**src/rtl/irq_arb_pkg.sv**
```systemverilog
package irq_arb_pkg;
  localparam int NUM_SRC = 14;
  localparam int CODE_W  = 5;

  localparam int SRC_RESET = 0;
  localparam int SRC_MCHK  = 1;
  localparam int SRC_DEBUG = 2;
  localparam int SRC_HDEC  = 3;
  localparam int SRC_CEXT  = 4;
  localparam int SRC_EXT   = 10;

  // Groups gated by critical enable and external enable
  localparam logic [NUM_SRC-1:0] CRIT_MASK  = NUM_SRC'(14'b00_0000_0111_0000);
  localparam logic [NUM_SRC-1:0] EXT_MASK   = NUM_SRC'(14'b11_1111_1000_0000);
  // Level-type sources that survive being taken
  localparam logic [NUM_SRC-1:0] LEVEL_MASK = NUM_SRC'((1 << SRC_CEXT) | (1 << SRC_EXT));

  // Code table: code = priority rank + 1, 0 means nothing taken
  //  1 reset  2 mcheck  3 debug  4 hdec  5 crit-ext  6 watchdog  7 crit-doorbell
  //  8 fit    9 pit    10 dec   11 ext  12 doorbell 13 perfmon  14 thermal
  localparam logic [CODE_W-1:0] CODE_NONE = '0;

  typedef struct packed {
    logic               fire;
    logic [NUM_SRC-1:0] grant;
  } arbStrobe_t;
endpackage

```
**src/rtl/irq_arb_ctrl.sv**
```systemverilog
module irq_arb_ctrl
  import irq_arb_pkg::*;
(
  input  logic               clk,
  input  logic               rstN,
  input  logic [NUM_SRC-1:0] pendQ,
  input  logic               meEn,
  input  logic               ceEn,
  input  logic               eeEn,
  input  logic               hvMode,
  input  logic               prMode,
  input  logic               hdecEn,
  input  logic               ready,
  output arbStrobe_t         strobe
);
  logic               hdecOk;
  logic [NUM_SRC-1:0] gateVec;
  logic [NUM_SRC-1:0] eligVec;
  logic [NUM_SRC:0]   blocked;
  logic [NUM_SRC-1:0] grantVec;

  assign hdecOk = hdecEn & (eeEn | ~hvMode | prMode);

  for (genvar i = 0; i < NUM_SRC; i++) begin : g_gate
    if (i == SRC_MCHK) begin : g_mchk
      assign gateVec[i] = meEn;
    end else if (i == SRC_HDEC) begin : g_hdec
      assign gateVec[i] = hdecOk;
    end else if (CRIT_MASK[i]) begin : g_crit
      assign gateVec[i] = ceEn;
    end else if (EXT_MASK[i]) begin : g_ext
      assign gateVec[i] = eeEn;
    end else begin : g_free
      assign gateVec[i] = 1'b1;
    end
  end

  assign eligVec    = pendQ & gateVec;
  assign blocked[0] = 1'b0;

  for (genvar i = 0; i < NUM_SRC; i++) begin : g_chain
    assign blocked[i+1] = blocked[i] | eligVec[i];
    assign grantVec[i]  = ready & eligVec[i] & ~blocked[i];
  end

  assign strobe.fire  = ready & blocked[NUM_SRC];
  assign strobe.grant = grantVec;

  p_single_grant_r3: assert property (@(posedge clk) disable iff (!rstN)
    $onehot0(strobe.grant));
  p_grant_pending_r3: assert property (@(posedge clk) disable iff (!rstN)
    (strobe.grant & ~pendQ) == '0);
  p_mchk_gate_r4: assert property (@(posedge clk) disable iff (!rstN)
    strobe.grant[SRC_MCHK] |-> meEn);
  p_hdec_gate_r5: assert property (@(posedge clk) disable iff (!rstN)
    strobe.grant[SRC_HDEC] |-> (hdecEn && (eeEn || !hvMode || prMode)));
  p_crit_gate_r6: assert property (@(posedge clk) disable iff (!rstN)
    ((strobe.grant & CRIT_MASK) != '0) |-> ceEn);
  p_ext_gate_r7: assert property (@(posedge clk) disable iff (!rstN)
    ((strobe.grant & EXT_MASK) != '0) |-> eeEn);
  p_ready_r8: assert property (@(posedge clk) disable iff (!rstN)
    strobe.fire |-> ready);
endmodule

```
**src/rtl/irq_arb_datapath.sv**
```systemverilog
module irq_arb_datapath
  import irq_arb_pkg::*;
(
  input  logic               clk,
  input  logic               rstN,
  input  logic [NUM_SRC-1:0] setReq,
  input  logic [NUM_SRC-1:0] clrReq,
  input  arbStrobe_t         strobe,
  output logic [NUM_SRC-1:0] pendQ,
  output logic               takeValid,
  output logic [CODE_W-1:0]  takeCode
);
  logic [CODE_W-1:0]  codeNext;
  logic [NUM_SRC-1:0] grantQ;

  for (genvar i = 0; i < NUM_SRC; i++) begin : g_pend
    logic consume;
    assign consume = strobe.grant[i] & ~LEVEL_MASK[i];
    always_ff @(posedge clk) begin
      if (!rstN) pendQ[i] <= 1'b0;
      else       pendQ[i] <= setReq[i] | (pendQ[i] & ~clrReq[i] & ~consume);
    end
  end

  always_comb begin
    codeNext = CODE_NONE;
    for (int i = 0; i < NUM_SRC; i++) begin
      if (strobe.grant[i]) codeNext = CODE_W'(i + 1);
    end
  end

  always_ff @(posedge clk) begin
    if (!rstN) begin
      takeValid <= 1'b0;
      takeCode  <= CODE_NONE;
      grantQ    <= '0;
    end else begin
      takeValid <= strobe.fire;
      takeCode  <= codeNext;
      grantQ    <= strobe.grant;
    end
  end

  p_set_wins_r2: assert property (@(posedge clk) disable iff (!rstN)
    1'b1 |=> ((pendQ & $past(setReq)) == $past(setReq)));
  p_clear_taken_r9: assert property (@(posedge clk) disable iff (!rstN)
    takeValid |-> ((grantQ & ~LEVEL_MASK & ~$past(setReq) & pendQ) == '0));
  p_level_kept_r9: assert property (@(posedge clk) disable iff (!rstN)
    takeValid |-> ((grantQ & LEVEL_MASK & ~$past(clrReq) & ~pendQ) == '0));
  p_code_valid_r10: assert property (@(posedge clk) disable iff (!rstN)
    takeValid == (takeCode != CODE_NONE));
  p_one_take_r8: assert property (@(posedge clk) disable iff (!rstN)
    takeValid |-> $onehot(grantQ));
endmodule

```
**src/rtl/irq_arb_top.sv**
```systemverilog
module irq_arb_top
  import irq_arb_pkg::*;
(
  input  logic               clk,
  input  logic               rstN,
  input  logic [NUM_SRC-1:0] setReq,
  input  logic [NUM_SRC-1:0] clrReq,
  input  logic               meEn,
  input  logic               ceEn,
  input  logic               eeEn,
  input  logic               hvMode,
  input  logic               prMode,
  input  logic               hdecEn,
  input  logic               ready,
  output logic               takeValid,
  output logic [CODE_W-1:0]  takeCode,
  output logic [NUM_SRC-1:0] pendingOut
);
  arbStrobe_t         strobe;
  logic [NUM_SRC-1:0] pendQ;

  irq_arb_ctrl ctrl_i (
    .clk(clk), .rstN(rstN), .pendQ(pendQ),
    .meEn(meEn), .ceEn(ceEn), .eeEn(eeEn),
    .hvMode(hvMode), .prMode(prMode), .hdecEn(hdecEn),
    .ready(ready), .strobe(strobe)
  );

  irq_arb_datapath dp_i (
    .clk(clk), .rstN(rstN), .setReq(setReq), .clrReq(clrReq),
    .strobe(strobe), .pendQ(pendQ),
    .takeValid(takeValid), .takeCode(takeCode)
  );

  assign pendingOut = pendQ;
endmodule

```
**config.mk**
```make
export PLATFORM = sky130hd
export DESIGN_NAME = irq_arb_top
export DESIGN_NICKNAME = d
export VERILOG_FILES = /design/src/rtl/irq_arb_pkg.sv /design/src/rtl/irq_arb_ctrl.sv /design/src/rtl/irq_arb_datapath.sv /design/src/rtl/irq_arb_top.sv
export SDC_FILE = /design/constraint.sdc
export NUM_CORES = 1
export LEC_CHECK = 0
export ABC_AREA = 1
export BUFFER_PORTS_ARGS = -buffer_cell sky130_fd_sc_hd__buf_2
export CAP_MARGIN = 40
export CORE_UTILIZATION = 44
export CTS_CLUSTER_DIAMETER = 60
export CTS_CLUSTER_SIZE = 8
export DETAILED_ROUTE_END_ITERATION = 6
export GPL_TIMING_DRIVEN = 0
export PLACE_DENSITY = 0.89
export SETUP_SLACK_MARGIN = 0.02
export SLEW_MARGIN = 30
export SYNTH_ARGS = -nofsm -noshare
export SYNTH_HDL_FRONTEND = slang
export SYNTH_SLANG_ARGS = --single-unit
```
**constraint.sdc**
```tcl
create_clock -name clk -period 1.65 [get_ports clk]
set_clock_uncertainty 0.15 [all_clocks]
set_input_delay 0.2475 -clock clk [delete_from_list [all_inputs] [get_ports clk]]
set_output_delay 0.2475 -clock clk [all_outputs]
set_load 0.005 [all_outputs]
```
Yosys cells after proc, flatten, opt, wreduce, memory -nomap -nowiden
Cells that the tools add are included.

word-level totals
  flip-flop bits (word level) = 20
  input bits = 37
  output and inout port bits = 20
  word-level logic and storage cells = 160

cells by class
  muxes and demuxes = 14
  bitwise logic cells = 126
  reductions and logical operators = 2

operators by type and width
  cell                 count
  1-bit bitwise AND    55
  4-bit two-way mux    12
  1-bit inverter       41
  1-bit OR             29
  14-bit bitwise AND   1
  14-bit OR reduction  1
  2-bit two-way mux    1
  2-bit OR reduction   1
  1-bit two-way mux    1

Logic depth before layout (Yosys ltp)
Gate-level depths: netlist (run 1).

  word-level depth = 22
  mapped depth = 10
  depth with buffers taken out = 9

Modules after synthesis
Synthesis (run 1) repeated with hierarchy kept, for this count alone.

second synthesis, totals
  cell total of the unflattened synthesis = 156
  area, all modules = 1,054.8 um^2

modules (own cells, without submodules)
  module            times used  cells each  area each (um^2)  seq. area each (um^2)
  irq_arb_datapath  1           102         758.2             380.4
  irq_arb_ctrl      1           54          296.5             0.0

Least setup slack after synthesis (run 1)
No wires, ideal clock.

  path kind = register -> register
  start point = reg dp_i.pendQ[0]
  end point = reg dp_i.pendQ[13]
  library setup time = 0.128 ns
  arrival time = 1.125 ns
  required time = 1.372 ns
  setup slack = 0.247 ns
  cell stages (with the launch flop) = 9
  buffers on the path = 0
  clock period less this slack = 1.403 ns
  path through = dfxtp_1 -> nor2_2 -> nand2_2 -> nor2_8 -> nand3_4 -> nor2_4 -> nand3_1 -> a21oi_1 -> nor2_1

between the ends
  cells in the longest elaborated chain, start to end = 18

ends and longest elaborated chain
  what                               line                    text
  from (decl)                        irq_arb_datapath.sv:9   output logic [NUM_SRC-1:0] pendQ,
  from (signal, indexed assignment)  irq_arb_datapath.sv:21  else pendQ[i] <= setReq[i] | (pendQ[i] & ~clrReq[i] & ~consume);
  14-bit bitwise AND                 irq_arb_ctrl.sv:38      assign eligVec = pendQ & gateVec;
  1-bit OR (12 in a row)             irq_arb_ctrl.sv:42      assign blocked[i+1] = blocked[i] | eligVec[i];
  1-bit inverter                     irq_arb_ctrl.sv:43      assign grantVec[i] = ready & eligVec[i] & ~blocked[i];
  1-bit bitwise AND                  irq_arb_ctrl.sv:43
  1-bit inverter                     irq_arb_datapath.sv:21
  1-bit bitwise AND                  irq_arb_datapath.sv:21
  1-bit OR                           irq_arb_datapath.sv:21

Every way passes these cells.
A chain may end at the register's enable or synchronous reset.

Final worst setup path (run 1)
Ends and elaborated chain as after synthesis.

==> impl_metrics.env, run 1 <==
export IMPL_synth_top_area_share_pct=36.1
export IMPL_min_delay_start="setReq[7]"
export IMPL_fillers=200
export IMPL_grt_pass1_wl_mm=3.90
export IMPL_placed_area_sq_um=1360
export IMPL_cp_end_kind="register"
export IMPL_layout_min_cycle_time_ns=1.53
export IMPL_final_area_sq_um=1440
export IMPL_port_buffers=54
export IMPL_synth_area_sq_um=1050
export IMPL_cts_tree="built"
export IMPL_ys_seq_area_share_pct=36.1
export IMPL_clk_pin_slew_ns=0.11
export IMPL_syn_area_per_cell_sq_um=6.94
export IMPL_grt_max_degree=12
export IMPL_root_buffer="clkbuf_4"
export IMPL_start_util_pct=47.2
export IMPL_wl_mm=2.46
export IMPL_via_count=1163
export IMPL_cp_start_kind="register"
export IMPL_synthToLayoutAreaGrowth_pct=36.9
export IMPL_critical_path_class="register to register"
export IMPL_gr_total_overflow=0
export IMPL_hold_viol=0
export IMPL_cts_buffers=3
export IMPL_max_freq_ghz=0.654
export IMPL_track_usage_pct=20.4
export IMPL_finalSetupViolCount=0
export IMPL_drv_cap=0
export IMPL_powerDensity_nw_per_um2=681
export IMPL_rsz0062_at_grt="true"
export IMPL_synth_area_leader_cell="dfxtp_1"
export IMPL_async_flop_share_pct=0
export IMPL_synthFlopType="dfxtp_1"
export IMPL_clk_path_buf_depth=2
export IMPL_crit_required_ns=1.69
export IMPL_gp_congestion=0.861
export IMPL_dieWidth_um=51.0
export IMPL_synth_edf_count=0
export IMPL_outcome="completed"
export IMPL_final_common_cell="buf_2"
export IMPL_synthDistinctLibCells=28
export IMPL_insertion_delay_ns=0.30
export IMPL_fin_nets=253
export IMPL_regToRegStartpoint="dp_i.pendQ[0]$_SDFF_PN0_"
export IMPL_drc_errors=0
export IMPL_die_y_um=51.0
export IMPL_synth_fp_nets=189
export IMPL_die_area_sq_um=2600
export IMPL_hold_path_class="primary input to register"
export IMPL_pre_cts_slack_ns=0.113
export IMPL_finalWorstSetupSlack_ns=0.120
export IMPL_ys_seq_elements=19
export IMPL_comb_power_share_pct=23.6
export IMPL_worst_path_max_fanout=6
export IMPL_r2r_slack_ns=0.12
export IMPL_diodes=0
export IMPL_drive_gt1_share_pct=34.4
export IMPL_peakVddDrop_mv=0.432
export IMPL_fin_util_pct=64.6
export IMPL_crit_path_start="dp_i.pendQ[0]$_SDFF_PN0_"
export IMPL_ios=57
export IMPL_antenna_found_initial=0
export IMPL_leakagePower_uw=0.000817
export IMPL_mostFrequentLayoutCells="buf_2, inv_1, nor2_1"
export IMPL_first_pass_iters=5
export IMPL_intPower_uw=691
export IMPL_syn_inst=152
export IMPL_pwr_share_seq_pct=51.8
export IMPL_pwr_share_clk_pct=24.6
export IMPL_via_per_inst=4.79
export IMPL_placed_cells_incl_taps=234
export IMPL_total_power_uw=983
export IMPL_synth_yosys_warnings=0
export IMPL_cp_arrival_ns=1.57
export IMPL_ant_nets=0
export IMPL_htreeDepth=1
export IMPL_clock_sinks=19
export IMPL_wl_per_cell_um=10.1
export IMPL_coreArea_sq_um=2230
export IMPL_grt_pass1_vias=923
export IMPL_power_switching_uw=292
export IMPL_swShare_pct=29.7
export IMPL_dp_hpwl_mm=1.86
export IMPL_slew_violations=0
export IMPL_synth_area_top_cells="dfxtp_1, inv_1, nor2_1, nand2_1, a21oi_1"
export IMPL_drt_first_iter_violations=27
export IMPL_post_route_period_util_pct=92.7
export IMPL_fin_cells=243
export IMPL_rows=17
-- critical path, cell delays in order (launching register included) --
cell     delay [ns]
dfxtp_2        0.36
nor2_2         0.11
nand2_2        0.10
nor2_8         0.13
nand3_4        0.09
nor2_4         0.17
nand3_1        0.13
a21oi_2        0.13
nor2_1         0.04
-- logic make-up (layout without fill, tap and decap cells) --
logic type	after synthesis	count (layout)	share of synthesized area, %
other cells	1	1	0.356
compound gates	21	21	11.3
buf+inv	32	95	12.5
flops	19	19	36.1
simple gates	79	79	39.9
-- Yosys cell counts (2+ instances only) --
master    instances
inv_2             2
nor2_2            3
nand4_1           9
nand3_1           7
nor2_1           23
nand2_1          22
dfxtp_1          19
o211ai_1          2
nor3b_1           2
o21ai_0           3
a21oi_1          13
nand3b_1          5
inv_1            27
-- final cells by class --
cell class	count	area (sq um)	area share, %
Sequential cell	19	383	26.5
Clock buffer	3	22.5	1.56
Inverter	29	109	7.54
Timing Repair Buffer	59	320	22.2
Buffer	3	22.5	1.56
Multi-Input combinational cell	101	547	37.9
Tap cell	28	35.0	2.43
Clock inverter	1	5.00	0.347
-- state kept, by name, indices dropped and copies added, names as in the netlist --
signal	cells
dp_i.pendQ	14
dp_i.takeCode	4
dp_i.takeValid	1
-- repair_timing --
item                                    in CTS  in global routing
setup buffers                                0                  0
resized for setup                            0                  3
endpoints found under the setup margin       0                  2
hold buffers                                 5                  0
hold endpoints to repair                     5                  0
-- metrics by stage --
stage               TNS (ns)  hold slack (ns)
floorplan                  0            0.195
global placement           0            0.302
detailed placement         0            0.309
CTS                        0           0.0140
global route        -0.00217          0.00970
finish                     0           0.0138
-- layer usage --
metal / wire length [um] / vias to the layer above / global-route usage [%]
li1: - / 615 / -
met1: 1090 / 492 / 24.8
met2: 1160 / 51 / 34.4
met3: 155 / 5 / 2.68
met4: 55 / 0 / 11.1
met5: 0 / - / 0
-- power groups by stage --
stage               registers (uW)  clock network (uW)  logic (uW)
floorplan                      521                   0         126
global placement               518                   0         216
detailed placement             519                   0         220
CTS                            509                 247         230
global route                   514                 269         259
finish                         510                 242         232
-- final timing paths --
path                                                   to  depth (start not counted)
worst max-delay path            dp_i.pendQ[13]$_SDFF_PN0_                          8
worst min-delay path             dp_i.pendQ[7]$_SDFF_PN0_                          3
worst max register to register  dp_i.pendQ[13]$_SDFF_PN0_                          8
worst min register to register   dp_i.pendQ[9]$_SDFF_PN0_                          2
Note: power is estimated with default switching activity, not from simulation.
==> run 2, diff against run 1 <==
--- a/config.mk
+++ b/config.mk
@@ -7,6 +7,5 @@
 export LEC_CHECK = 0
-export ABC_AREA = 1
 export BUFFER_PORTS_ARGS = -buffer_cell sky130_fd_sc_hd__buf_2
 export CAP_MARGIN = 40
-export CORE_UTILIZATION = 44
+export CORE_UTILIZATION = 42
 export CTS_CLUSTER_DIAMETER = 60
@@ -15,3 +14,3 @@
 export GPL_TIMING_DRIVEN = 0
-export PLACE_DENSITY = 0.89
+export PLACE_DENSITY = 0.88
 export SETUP_SLACK_MARGIN = 0.02
@@ -21 +20,2 @@
 export SYNTH_SLANG_ARGS = --single-unit
+export TNS_END_PERCENT = 10
==> constraint.sdc (replaced) <==
create_clock -name clk -period 1.65 [get_ports clk]
set_clock_uncertainty 0.15 [all_clocks]
set_input_delay 0 -clock clk [delete_from_list [all_inputs] [get_ports clk]]
set_output_delay 0 -clock clk [all_outputs]
set_load 0.005 [all_outputs]
==> impl_metrics.env, run 2 <==
export IMPL_synth_yosys_warnings=0
export IMPL_grt_max_degree=12
export IMPL_slew_violations=0
export IMPL_coreArea_sq_um=2040
export IMPL_hold_path_class="primary input to register"
export IMPL_top_register="dp_i.pendQ"
export IMPL_gp_congestion=0.778
export IMPL_grt_pass1_vias=1192
export IMPL_crit_required_ns=1.71
export IMPL_synth_edf_count=0
export IMPL_clk_path_buf_depth=2
export IMPL_gr_total_overflow=0
export IMPL_wl_mm=3.77
export IMPL_dp_hpwl_mm=2.06
export IMPL_synthFlopType="dfxtp_1"
export IMPL_synth_fp_nets=145
export IMPL_largest_reg_flops=14
export IMPL_final_common_cell="buf_2"
export IMPL_async_flop_share_pct=0
export IMPL_synth_area_leader_cell="dfxtp_1"
export IMPL_rows=16
export IMPL_htreeDepth=1
export IMPL_track_usage_pct=30.5
export IMPL_first_pass_iters=4
export IMPL_mostFrequentLayoutCells="buf_2, dlygate4sd3_1, dfxtp_1"
export IMPL_post_route_period_util_pct=99.2
export IMPL_insertion_delay_ns=0.32
export IMPL_die_area_sq_um=2470
export IMPL_dieWidth_um=49.7
export IMPL_cts_tree="built"
export IMPL_hold_slack_ns=0.00201
export IMPL_worst_path_max_fanout=6
export IMPL_cts_setup_buffers=0
export IMPL_synthToLayoutAreaGrowth_pct=70.7
export IMPL_diodes=0
export IMPL_clock_sinks=19
export IMPL_synth_most_common_cell="dfxtp_1"
export IMPL_layout_min_cycle_time_ns=1.64
export IMPL_cts_buffers=3
export IMPL_r2r_slack_ns=0.01
export IMPL_root_buffer="clkbuf_4"
export IMPL_die_y_um=49.7
export IMPL_powerDensity_nw_per_um2=652
export IMPL_synthDistinctLibCells=34
export IMPL_cp_arrival_ns=1.70
export IMPL_ys_top_cells_by_count="dfxtp_1, o21a_1, a21oi_1, nand2_1, nor2b_1"
export IMPL_leakagePower_uw=0.000757
export IMPL_via_count=1292
export IMPL_drive_gt1_share_pct=35.4
export IMPL_via_per_inst=5.74
export IMPL_finalSetupViolCount=0
export IMPL_synth_area_top_cells="dfxtp_1, o21a_1, nor2b_1, a21oi_1, a211oi_1"
export IMPL_grt_pass1_wl_mm=5.64
export IMPL_antenna_found_initial=0
export IMPL_fin_tns_setup_ns=0
export IMPL_rsz0062_at_grt="true"
export IMPL_clk_pin_slew_ns=0.12
export IMPL_drv_cap=0
export IMPL_cp_end_kind="register"
export IMPL_start_util_pct=46.8
export IMPL_finalWorstSetupSlack_ns=0.0129
export IMPL_port_buffers=55
export IMPL_synth_area_sq_um=956
export IMPL_drc_errors=0
export IMPL_ant_nets=0
export IMPL_reg_top3="dp_i.pendQ (14), dp_i.takeCode (4), dp_i.takeValid (1)"
export IMPL_peakVddDrop_mv=0.638
export IMPL_syn_inst=108
export IMPL_syn_area_per_cell_sq_um=8.85
export IMPL_cp_start_kind="register"
export IMPL_ys_seq_area_share_pct=39.8
export IMPL_wl_per_cell_um=16.7
export IMPL_drt_first_iter_violations=40
export IMPL_pre_cts_slack_ns=-0.0578
export IMPL_synth_top_area_share_pct=39.8
export IMPL_outcome="completed"
export IMPL_fin_nets=236
export IMPL_max_freq_ghz=0.611
export IMPL_ios=57
export IMPL_critical_path_class="register to register"
export IMPL_hold_viol=0
export IMPL_ys_seq_elements=19
run 2: cell count changes in the layout (fill, tap and decap cells not counted), moves of 4 or more:
cell,delta
a211oi_1,+4
nor2b_1,+8
inv_1,-23
o21a_1,+10
nor2_1,-17
nand2_1,-14
nand3b_1,-5
dlygate4sd3_1,+27
nand3_1,-7
nand4_1,-9
run 2: area by class of cell:
cell class / count / area (sq um)
Clock inverter: 1 / 5.00
Inverter: 4 / 15.0
Sequential cell: 19 / 383
Clock buffer: 3 / 22.5
Timing Repair Buffer: 87 / 596
Multi-Input combinational cell: 81 / 561
Tap cell: 27 / 33.8
Fill cell: 133 / 410
Buffer: 3 / 16.3
run 2: path summary, 6_finish.rpt:
kind / start / endpoint / depth (start not counted)
worst max-delay path: dp_i.pendQ[0]$_SDFF_PN0_ / dp_i.pendQ[6]$_SDFF_PN0_ / 4
worst min-delay path: eeEn / dp_i.takeCode[3]$_SDFF_PN0_ / 3
worst min register to register: dp_i.pendQ[9]$_SDFF_PN0_ / dp_i.pendQ[9]$_SDFF_PN0_ / 2
worst max register to register: dp_i.pendQ[0]$_SDFF_PN0_ / dp_i.pendQ[6]$_SDFF_PN0_ / 4
run 2: logic make-up after synthesis:
group	count (synthesis)	synth area share [%]
AO/OA/AOI/OAI	45	35.6
AND/OR/NAND/NOR	35	20.6
flip-flops	19	39.8
buffers and inverters	8	3.66
other	1	0.392
run 2: routing by layer:
metal,track usage [%],vias up,wire length (um)
met2,50.0,89,1800
met5,0,-,0
met1,36.6,597,1410
met3,8.02,27,365
li1,-,579,-
met4,14.8,0,191
run 2: worst max-delay path, cell delays in order (launching register included):
cell and delay, ns:
dfxtp_2 0.37, a211oi_4 0.28, o211ai_2 0.18, o311a_1 0.37, o21a_1 0.18
run 2: power by group:
part | switching [uW] | internal [uW] | leakage (uW) | total (uW)
Combinational | 121 | 161 | 0.000581 | 282
Sequential | 42.8 | 489 | 0.000158 | 531
Clock | 159 | 90.9 | 0.0000177 | 250
Total | 323 | 740 | 0.000757 | 1060
run 2: per-stage QoR:
stage	cell area, sq um	util [%]	std cells	total power [uW]
final	1630	79.9	225	1060
after global routing	1630	79.9	225	1110
after CTS	1620	79.4	226	1020
after detailed placement	1260	61.9	190	732
after global placement	1260	61.9	190	721
after floorplan	956	-	108	630
run 2: what timing repair did:
action | CTS | global route
endpoints found under the hold margin | 16 | 0
resized for setup | 3 | 2
setup endpoints to repair | 4 | 8
hold buffers | 32 | 0
pin swaps | 2 | 1
==> run 3, diff against run 2 <==
- PLACE_DENSITY: 0.88 -> 0.87
==> impl_metrics.env, run 3 (same netlist as run 2, synthesis figures left out) <==
export IMPL_outcome="completed"
export IMPL_seq_area_sq_um=383
export IMPL_largest_reg_flops=14
export IMPL_ios=57
export IMPL_finalSetupViolCount=0
export IMPL_worst_path_max_fanout=6
export IMPL_via_count=1294
export IMPL_antenna_found_initial=0
export IMPL_wl_per_cell_um=15.4
export IMPL_mostFrequentLayoutCells="buf_2, dlygate4sd3_1, dfxtp_1"
export IMPL_regToRegStartpoint="dp_i.pendQ[0]$_SDFF_PN0_"
export IMPL_post_route_period_util_pct=95.7
export IMPL_grt_pass1_wl_mm=5.27
export IMPL_synthToLayoutAreaGrowth_pct=71.9
export IMPL_start_util_pct=46.8
export IMPL_drv_cap=0
export IMPL_via_per_inst=5.73
export IMPL_cp_end_kind="register"
export IMPL_clock_sinks=19
export IMPL_total_power_uw=1050
export IMPL_hold_path_class="primary input to register"
export IMPL_multi_input_area_sq_um=561
export IMPL_gp_congestion=0.768
export IMPL_crit_path_start="dp_i.pendQ[0]$_SDFF_PN0_"
export IMPL_powerDensity_nw_per_um2=638
export IMPL_drt_first_iter_violations=80
export IMPL_r2r_end="dp_i.pendQ[9]$_SDFF_PN0_"
export IMPL_layout_min_cycle_time_ns=1.58
export IMPL_ant_nets=0
export IMPL_clk_path_buf_depth=2
export IMPL_rows=16
export IMPL_cts_setup_buffers=0
export IMPL_drive_gt1_share_pct=34.7
export IMPL_dieWidth_um=49.7
export IMPL_fin_tns_setup_ns=0
export IMPL_critical_path_endpoint="dp_i.pendQ[9]$_SDFF_PN0_"
export IMPL_root_buffer="clkbuf_4"
export IMPL_port_buffers=55
export IMPL_clk_pin_slew_ns=0.11
export IMPL_coreArea_sq_um=2040
export IMPL_fin_util_pct=80.5
export IMPL_leakagePower_uw=0.000766
export IMPL_gr_total_overflow=0
export IMPL_track_usage_pct=27.9
export IMPL_hold_viol=0
export IMPL_cp_arrival_ns=1.62
export IMPL_cts_tree="built"
export IMPL_grt_max_degree=11
export IMPL_max_freq_ghz=0.633
export IMPL_final_common_cell="buf_2"
export IMPL_cts_buffers=3
export IMPL_die_y_um=49.7
export IMPL_crit_required_ns=1.70
export IMPL_fillers=121
export IMPL_htreeDepth=1
export IMPL_wl_mm=3.48
export IMPL_dp_hpwl_mm=2.02
export IMPL_diodes=0
export IMPL_critical_path_class="register to register"
export IMPL_r2r_slack_ns=0.07
export IMPL_insertion_delay_ns=0.29
export IMPL_drc_errors=0
export IMPL_reg_top3="dp_i.pendQ (14), dp_i.takeCode (4), dp_i.takeValid (1)"
export IMPL_fin_nets=237
export IMPL_slew_violations=0
export IMPL_die_area_sq_um=2470
export IMPL_top_register="dp_i.pendQ"
export IMPL_grt_pass1_vias=1225
export IMPL_cp_start_kind="register"
export IMPL_rsz0062_at_grt="false"
export IMPL_peakVddDrop_mv=0.541
export IMPL_first_pass_iters=4
export IMPL_worstRegToRegCells=4
## run 3: final cells by class
cell class                      count  area share, %
Buffer                              4           1.22
Tap cell                           27           2.06
Sequential cell                    19           23.3
Inverter                            4          0.914
Timing Repair Buffer               87           36.8
Clock buffer                        4           1.60
Multi-Input combinational cell     81           34.1
## run 3: worst min path at each step
stage | from | to | slack (ns) | cells after the start
6_report | eeEn | dp_i.takeCode[3]$_SDFF_PN0_ | 0.04 | 3
5_1_grt | eeEn | dp_i.takeCode[3]$_SDFF_PN0_ | 0.02 | 3
4_1_cts | eeEn | dp_i.takeCode[3]$_SDFF_PN0_ | 0.02 | 3
3_5_place_dp | clrReq[9] | dp_i.pendQ[9]$_SDFF_PN0_ | 0.05 | 2
3_3_place_gp | clrReq[9] | dp_i.pendQ[9]$_SDFF_PN0_ | 0.04 | 2
2_1_floorplan | clrReq[9] | dp_i.pendQ[9]$_SDFF_PN0_ | -0.05 | 1
## run 3: timing repair
action | in CTS | in global routing
hold endpoints to repair | 16 | 0
setup endpoints to repair | 1 | 7
hold buffers | 32 | 0
pin swaps | 1 | 3
resized for setup | 0 | 8
## run 3: critical path: stages (launching register included)
cell and delay, ns:
dfxtp_1 0.40, a211oi_4 0.27, o2111a_2 0.32, and4b_1 0.26, o31ai_1 0.09
## run 3: power by group
group / switching, uW / total (uW) / internal [uW]
Sequential: 42.5 / 531 / 489
Clock: 144 / 238 / 94.1
Combinational: 116 / 280 / 164
## run 3: per-stage QoR
stage	setup slack, ns	instance area, sq um	hold WS (ns)	cells
floorplan	0.114	956	-0.0492	108
global placement	0.0579	1260	0.0363	190
detailed placement	0.0352	1260	0.0547	190
CTS	0.0296	1610	0.0233	226
global route	0.0167	1640	0.0232	226
finish	0.0706	1640	0.0378	226
## run 3: routing by layer
metal | part of all wire, % | routed length, um | global-route usage, %
met1 | 37 | 1300 | 32.0
met2 | 50 | 1720 | 48.6
met3 | 9.4 | 327 | 5.25
met4 | 3.8 | 131 | 14.3
met5 | 0 | 0 | 0
